$ cat config.mk
export PLATFORM = sky130hd
export DESIGN_NAME = hbi_interp
export DESIGN_NICKNAME = d
export VERILOG_FILES = /design/src/rtl/hbi_pkg.sv /design/src/rtl/hbi_seq.sv /design/src/rtl/hbi_lower.sv /design/src/rtl/hbi_upper.sv /design/src/rtl/hbi_delay.sv /design/src/rtl/hbi_interp.sv
export SDC_FILE = /design/constraint.sdc
export NUM_CORES = 2
export LEC_CHECK = 0
export ABC_AREA = 1
export BUFFER_PORTS_ARGS = -buffer_cell sky130_fd_sc_hd__buf_2
export CORE_ASPECT_RATIO = 0.7
export CORE_UTILIZATION = 51
export DETAILED_ROUTE_END_ITERATION = 10
export PLACE_DENSITY_LB_ADDON = 0.3
export SYNTH_ARGS = -nofsm -noshare
export SYNTH_HDL_FRONTEND = slang
export SYNTH_SLANG_ARGS = --single-unit
$ cat constraint.sdc
create_clock -name clk -period 4.2 [get_ports clk]
set_input_delay 0.63 -clock clk [delete_from_list [all_inputs] [get_ports clk]]
set_output_delay 0.63 -clock clk [all_outputs]
set_load 0.01 [all_outputs]
$ cat src/rtl/hbi_pkg.sv
package hbi_pkg;

    // output slot selector for the interleaving register
    typedef enum logic {
        SLOT_A = 1'b0,
        SLOT_B = 1'b1
    } slot_e;

    // round half-up at bit position frac, then clamp to a signed dw-bit range
    function automatic logic signed [63:0] round_sat(input logic signed [63:0] v,
                                                     input int frac, input int dw);
        logic signed [63:0] r;
        logic signed [63:0] hi;
        logic signed [63:0] lo;
        r  = (v + (64'sd1 <<< (frac - 1))) >>> frac;
        hi = (64'sd1 <<< (dw - 1)) - 64'sd1;
        lo = -(64'sd1 <<< (dw - 1));
        if (r > hi)
            r = hi;
        else if (r < lo)
            r = lo;
        return r;
    endfunction

endpackage

$ cat src/rtl/hbi_seq.sv
module hbi_seq #(
    parameter int LAT_B_INT = 48,
    parameter int LAT_B_EXT = 26
) (
    input  logic clk,
    input  logic rst_n,
    input  logic mode_int,
    input  logic sync,
    output logic ce,
    output logic b_slot,
    output logic valid
);
    localparam int TGT_INT = LAT_B_INT + 1;
    localparam int TGT_EXT = LAT_B_EXT + 1;
    localparam int TGT_MAX = (TGT_INT > TGT_EXT) ? TGT_INT : TGT_EXT;
    localparam int CNTW    = $clog2(TGT_MAX + 1);

    typedef struct packed {
        logic            ph;
        logic            started;
        logic [CNTW-1:0] cnt;
    } seq_t;

    seq_t            st_q, st_d;
    logic [CNTW-1:0] tgt;

    always_comb begin
        tgt  = mode_int ? CNTW'(TGT_INT) : CNTW'(TGT_EXT);
        st_d = st_q;
        if (mode_int && sync) begin
            st_d.ph      = 1'b1;
            st_d.started = 1'b1;
            st_d.cnt     = '0;
        end else begin
            st_d.ph = ~st_q.ph;
            if ((st_q.started || !mode_int) && (st_q.cnt != tgt))
                st_d.cnt = st_q.cnt + 1'b1;
        end
        ce     = mode_int ? (st_q.started & st_q.ph & ~sync) : 1'b1;
        b_slot = mode_int & ce;
        valid  = (st_q.cnt == tgt);
    end

    always_ff @(posedge clk or negedge rst_n) begin
        if (!rst_n)
            st_q <= '0;
        else
            st_q <= st_d;
    end

endmodule

$ cat src/rtl/hbi_lower.sv
module hbi_lower #(
    parameter int             DW   = 16,
    parameter int             CW   = 16,
    parameter int             NH   = 4,
    parameter int             FRAC = 14,
    parameter logic [NH*CW-1:0] COEF = '0
) (
    input  logic          clk,
    input  logic          rst_n,
    input  logic          ce,
    input  logic [DW-1:0] din,
    output logic [DW-1:0] newest,
    output logic [DW-1:0] y
);
    localparam int NT = 2 * NH;
    localparam int PW = DW + 1;
    localparam int MW = PW + CW;
    localparam int SW = MW + $clog2(NH) + 1;

    typedef struct packed {
        logic [NT-1:0][DW-1:0] tap;
        logic [NH-1:0][PW-1:0] pre;
        logic [NH-1:0][MW-1:0] prod;
        logic [SW-1:0]         acc;
        logic [DW-1:0]         y;
    } low_t;

    low_t               st_q, st_d;
    logic signed [SW-1:0] sum;
    logic signed [63:0]   rs;

    always_comb begin
        st_d = st_q;
        sum  = '0;
        for (int k = 0; k < NH; k++)
            sum = sum + SW'($signed(st_q.prod[k]));
        rs = hbi_pkg::round_sat(64'($signed(st_q.acc)), FRAC, DW);
        if (ce) begin
            st_d.tap[0] = din;
            for (int k = 1; k < NT; k++)
                st_d.tap[k] = st_q.tap[k-1];
            for (int k = 0; k < NH; k++) begin
                // mirrored taps share one coefficient
                st_d.pre[k]  = PW'($signed(st_q.tap[k])) + PW'($signed(st_q.tap[NT-1-k]));
                st_d.prod[k] = MW'($signed(st_q.pre[k])) * MW'($signed(COEF[k*CW +: CW]));
            end
            st_d.acc = sum;
            st_d.y   = rs[DW-1:0];
        end
    end

    always_ff @(posedge clk or negedge rst_n) begin
        if (!rst_n)
            st_q <= '0;
        else
            st_q <= st_d;
    end

    assign newest = st_q.tap[0];
    assign y      = st_q.y;

endmodule

$ cat src/rtl/hbi_upper.sv
module hbi_upper #(
    parameter int          DW     = 16,
    parameter int          CW     = 16,
    parameter int          FRAC   = 14,
    parameter logic [CW-1:0] CENTER = '0
) (
    input  logic          clk,
    input  logic          rst_n,
    input  logic          ce,
    input  logic [DW-1:0] x,
    output logic [DW-1:0] y
);
    localparam int MW = DW + CW;

    typedef struct packed {
        logic [MW-1:0] mul;
        logic [DW-1:0] y;
    } up_t;

    up_t                st_q, st_d;
    logic signed [63:0] rs;

    always_comb begin
        st_d = st_q;
        rs   = hbi_pkg::round_sat(64'($signed(st_q.mul)), FRAC, DW);
        if (ce) begin
            st_d.mul = MW'($signed(x)) * MW'($signed(CENTER));
            st_d.y   = rs[DW-1:0];
        end
    end

    always_ff @(posedge clk or negedge rst_n) begin
        if (!rst_n)
            st_q <= '0;
        else
            st_q <= st_d;
    end

    assign y = st_q.y;

endmodule

$ cat src/rtl/hbi_delay.sv
module hbi_delay #(
    parameter int DW      = 16,
    parameter int PAD_INT = 5,
    parameter int PAD_EXT = 7
) (
    input  logic          clk,
    input  logic          rst_n,
    input  logic          ce,
    input  logic          mode_int,
    input  logic [DW-1:0] din,
    output logic [DW-1:0] dout
);
    localparam int DEPTH = (PAD_INT > PAD_EXT) ? PAD_INT : PAD_EXT;

    typedef struct packed {
        logic [DEPTH-1:0][DW-1:0] ch;
    } dly_t;

    dly_t st_q, st_d;

    always_comb begin
        st_d = st_q;
        if (ce) begin
            st_d.ch[0] = din;
            for (int k = 1; k < DEPTH; k++)
                st_d.ch[k] = st_q.ch[k-1];
        end
        dout = mode_int ? st_q.ch[PAD_INT-1] : st_q.ch[PAD_EXT-1];
    end

    always_ff @(posedge clk or negedge rst_n) begin
        if (!rst_n)
            st_q <= '0;
        else
            st_q <= st_d;
    end

endmodule

$ cat src/rtl/hbi_interp.sv
module hbi_interp #(
    parameter int             DW        = 16,
    parameter int             CW        = 16,
    parameter int             NH        = 4,
    parameter int             FRAC      = 14,
    // outermost pair first: -150, 900, -2250, 9692 (Q14)
    parameter logic [NH*CW-1:0] ODD_COEF = {16'h25DC, 16'hF736, 16'h0384, 16'hFF6A},
    parameter logic [CW-1:0]  CENTER    = 16'h4000,
    parameter int             LAT_A_INT = 15,
    parameter int             LAT_B_INT = 48,
    parameter int             LAT_A_EXT = 9,
    parameter int             LAT_B_EXT = 26
) (
    input  logic          clk,
    input  logic          rst_n,
    input  logic          mode_int,
    input  logic          sync,
    input  logic [DW-1:0] din,
    output logic [DW-1:0] dout_a,
    output logic [DW-1:0] dout_b,
    output logic          dout_valid
);
    import hbi_pkg::*;

    // register stages inside each leg before the alignment delay
    localparam int RAW_A     = 2;
    localparam int RAW_B     = 4;
    localparam int PAD_A_INT = (LAT_A_INT - 1) / 2 - RAW_A;
    localparam int PAD_B_INT = (LAT_B_INT - 2) / 2 - RAW_B;
    localparam int PAD_A_EXT = LAT_A_EXT - RAW_A;
    localparam int PAD_B_EXT = LAT_B_EXT - RAW_B;

    logic          ce, b_slot, seq_valid;
    logic [DW-1:0] x_new, a_leg, b_leg, a_del, b_del;

    typedef struct packed {
        logic [DW-1:0] mux;
    } out_t;

    out_t  out_q, out_d;
    slot_e sel;

    hbi_seq #(.LAT_B_INT(LAT_B_INT), .LAT_B_EXT(LAT_B_EXT)) u_seq (
        .clk(clk), .rst_n(rst_n), .mode_int(mode_int), .sync(sync),
        .ce(ce), .b_slot(b_slot), .valid(seq_valid)
    );

    hbi_lower #(.DW(DW), .CW(CW), .NH(NH), .FRAC(FRAC), .COEF(ODD_COEF)) u_lower (
        .clk(clk), .rst_n(rst_n), .ce(ce), .din(din), .newest(x_new), .y(b_leg)
    );

    hbi_upper #(.DW(DW), .CW(CW), .FRAC(FRAC), .CENTER(CENTER)) u_upper (
        .clk(clk), .rst_n(rst_n), .ce(ce), .x(x_new), .y(a_leg)
    );

    hbi_delay #(.DW(DW), .PAD_INT(PAD_A_INT), .PAD_EXT(PAD_A_EXT)) u_dly_a (
        .clk(clk), .rst_n(rst_n), .ce(ce), .mode_int(mode_int), .din(a_leg), .dout(a_del)
    );

    hbi_delay #(.DW(DW), .PAD_INT(PAD_B_INT), .PAD_EXT(PAD_B_EXT)) u_dly_b (
        .clk(clk), .rst_n(rst_n), .ce(ce), .mode_int(mode_int), .din(b_leg), .dout(b_del)
    );

    always_comb begin
        sel       = b_slot ? SLOT_B : SLOT_A;
        out_d.mux = (sel == SLOT_B) ? b_del : a_del;
    end

    always_ff @(posedge clk or negedge rst_n) begin
        if (!rst_n)
            out_q <= '0;
        else
            out_q <= out_d;
    end

    assign dout_a     = mode_int ? out_q.mux : a_del;
    assign dout_b     = mode_int ? '0 : b_del;
    assign dout_valid = seq_valid;

endmodule

==> summary.md <==
| Metric | Value |
|---|---|
| Dpl cell area | `56900 sq um` |
| Share of layout cells above drive strength 1 | `0.144` |
| Vias | `41976` |
| Max Freq | `0.228 GHz` |
| Synth Instances | `6322` |
| Syn Std Cell Area | `53300 sq um` |
| Post-DR vias/cell | `5.23` |
| Minimum clock period | `4390 ps` |
| Post-DP HPWL | `101000 um` |
| Final-stage net count | `7388` |
| Main synth FF type | `dfrtp_1` |
| FF-to-FF Start | `u_lower.st_q[247]` |
| Worst hold path type | `in -> reg` |
| Initial DRC Count | `3316` |
| Max FO, Critical Path | `5` |
| Outcome | `complete, but fails checks` |
| CTS Buf Count | `80` |
| Worst R2R End | `u_lower.st_q[175]` |
| Clk Latency, worst-skew pair | `680 ps` |
| Core area | `103000 sq um` |
| Clock Tree Root | `clkbuf_16` |
| First-pass GRT wire length | `219000 um` |
| Worst Setup EP | `u_lower.st_q[175]` |
| Final hold violations | `0` |
| # DRC | `0` |
| Final ANT Viol Nets | `0` |
| Layout area overhead | `17.0%` |
| Critical path data required time | `4770 ps` |
| Critical path class | `reg -> reg` |
| Synth async-reset ratio | `1.00` |
| Final Setup Violations | `31` |
| Port Buf Inserts | `52` |
| Violated checks | `negative setup slack` |
| Number of global-route vias before repair | `41049` |
| Core Rows | `98` |
| Die area | `106000 sq um` |
| Average size of a mapped cell | `8.43 sq um` |
| Die W | `388 um` |
| Post-Place Setup Slack | `-439 ps` |
| I/O pin count | `53` |
| Fill count | `8729` |
| Initial antenna violation count | `3` |
| Layout Cells excl Fill | `8024` |
| Layout Skew | `17.6 ps` |
| Drt first pass iters | `5` |
| Synth warn | `0` |
| Deepest clock path buffer count | `3` |
| Tcrit/Tclk final | `1.04` |
| R2r setup slk | `-190 ps` |
| CTS tree | `built` |
| Most common cell after layout, fill and taps aside | `nand2_1` |
| Worst-path clk slew | `70 ps` |
| Fin. max-slew vios | `0` |
| Synth cell types | `41` |
| Post-synth EDFFs | `0` |
| Slew headroom | `0.440` |
| Max_cap viols | `0` |
| Drt wl/cell | `17.0 um` |
| Chip Height | `272 um` |
| Crit path arrival time | `4960 ps` |
| Placed cell count | `7802` |
| Sequential Area | `21200 sq um` |
| WL final | `137000 um` |
| CP endpoint kind | `register` |
| Design area | `62300 sq um` |
| Area of the multi-input gates | `30300 sq um` |
| H-tree lvl count | `3` |
| Setup WS post-layout | `-189 ps` |
| Reg2Reg Depth | `16` |
| RSZ-0062 raised after global routing | `true` |
| Register area share after synthesis | `0.397` |
| Synthesized flop and latch total | `846` |
| Startpoint Class | `register` |
| Clock sink count | `846` |
| Remaining Overflow, GRT | `0` |
| Initial Util | `0.518` |
| Hold slack | `170 ps` |
| Placer congestion estimate | `0.925` |
| GRT Util Overall | `0.259` |
| Most frequent cells in the layout | `nand2_1 (2206), dfrtp_1 (820), inv_1 (769)` |
| Post-Syn Nets | `7103` |
| CP Launch Point | `u_lower.st_q[247]` |
| Largest net degree at the start of global routing | `142` |
| Slew @ Worst Pin | `831 ps` |
==> timing repair <==
item,in CTS,in global routing
hold buffers,1,0
setup buffers,45,30
endpoints found under the hold margin,43,0
pin swaps,168,158
cloned,0,0
resized for setup,289,211
endpoints found under the setup margin,41,55
==> cell usage after synthesis, drive strengths merged, types with 7 or more instances <==
cell type / instances / area share
nand4: 31 / 0.0036
fa: 321 / 0.12
xnor2: 60 / 0.0099
dfrtp: 846 / 0.40
o211ai: 17 / 0.0024
ha: 440 / 0.10
xor2: 43 / 0.0071
nand3: 199 / 0.019
o21bai: 18 / 0.0025
clkbuf: 92 / 0.0065
buf: 103 / 0.0097
o22ai: 10 / 0.0012
a21o: 28 / 0.0039
nor3: 35 / 0.0033
or2: 9 / 0.0011
nand3b: 27 / 0.0038
nand2: 2277 / 0.16
o21a: 7 / 0.00099
a31oi: 13 / 0.0015
o21ai: 455 / 0.043
a21oi: 200 / 0.019
o31ai: 7 / 0.00099
inv: 836 / 0.059
nor2: 231 / 0.017
==> worst max-delay path, stage by stage (launching register included) <==
cell     delay (ps)
dfrtp_2         490
buf_12          150
ha_4            240
fa_1            480
fa_1            490
fa_1            510
inv_1            60
fa_1            530
inv_1            60
ha_4            320
nand4_1         290
nor3_4          260
nand4_1         110
nand3_1         120
nand2_1          70
nand3_2          70
nand2_1          40
==> per-stage QoR <==
stage | utilization | TNS [ps]
floorplan | - | -17.7
global placement | 0.553 | -7130
detailed placement | 0.553 | -9730
CTS | 0.596 | -1450
global route | 0.607 | -8180
finish | 0.607 | -2770
==> per-layer routing <==
metal	global-route usage	wire length, um
met1	0.392	65500
met2	0.385	59800
met3	0.0494	8740
met5	0	13
met4	0.0550	2590
==> final cells by class <==
cell class | count | area share
clock inverter | 44 | 0.00889
antenna | 2 | 0.0000803
tap | 1350 | 0.0271
clock buffer | 103 | 0.0356
timing repair buffer | 398 | 0.0517
multi-input combinational | 4445 | 0.486
inverter | 836 | 0.0505
sequential | 846 | 0.340
==> sequential cells by signal, summed over array words and instances, names as in the netlist <==
signal,flops
u_upper.y,16
u_lower.y,16
u_lower.st_q,310
u_seq.st_q,8
u_dly_a.st_q,112
u_dly_b.st_q,352
u_lower.newest,16
out_q,16
==> kinds of logic after synthesis <==
family,synth area share
DFF,0.397
and+or+nand+nor,0.210
xor gates and xnor gates,0.0169
AOI/OAI and AO/OA,0.0765
buffers and inverters,0.0751
adders and majority gates,0.224
==> how the worst min path moves through the flow <==
stage          cells past startpoint     startpoint                 end  slack [ps]
2_1_floorplan                      0          rst_n            out_q[0]         330
3_5_place_dp                       1  u_seq.st_q[7]       u_seq.st_q[7]         430
6_report                           3        din[13]  u_lower.newest[13]         170
3_3_place_gp                       1  u_seq.st_q[7]       u_seq.st_q[7]         430
5_1_grt                            3        din[10]  u_lower.newest[10]         160
4_1_cts                            3        din[10]  u_lower.newest[10]         140
Power is left out: the tool's default activity adds up to more than one toggle a clock period on the data nets, which glitch-free logic cannot reach.
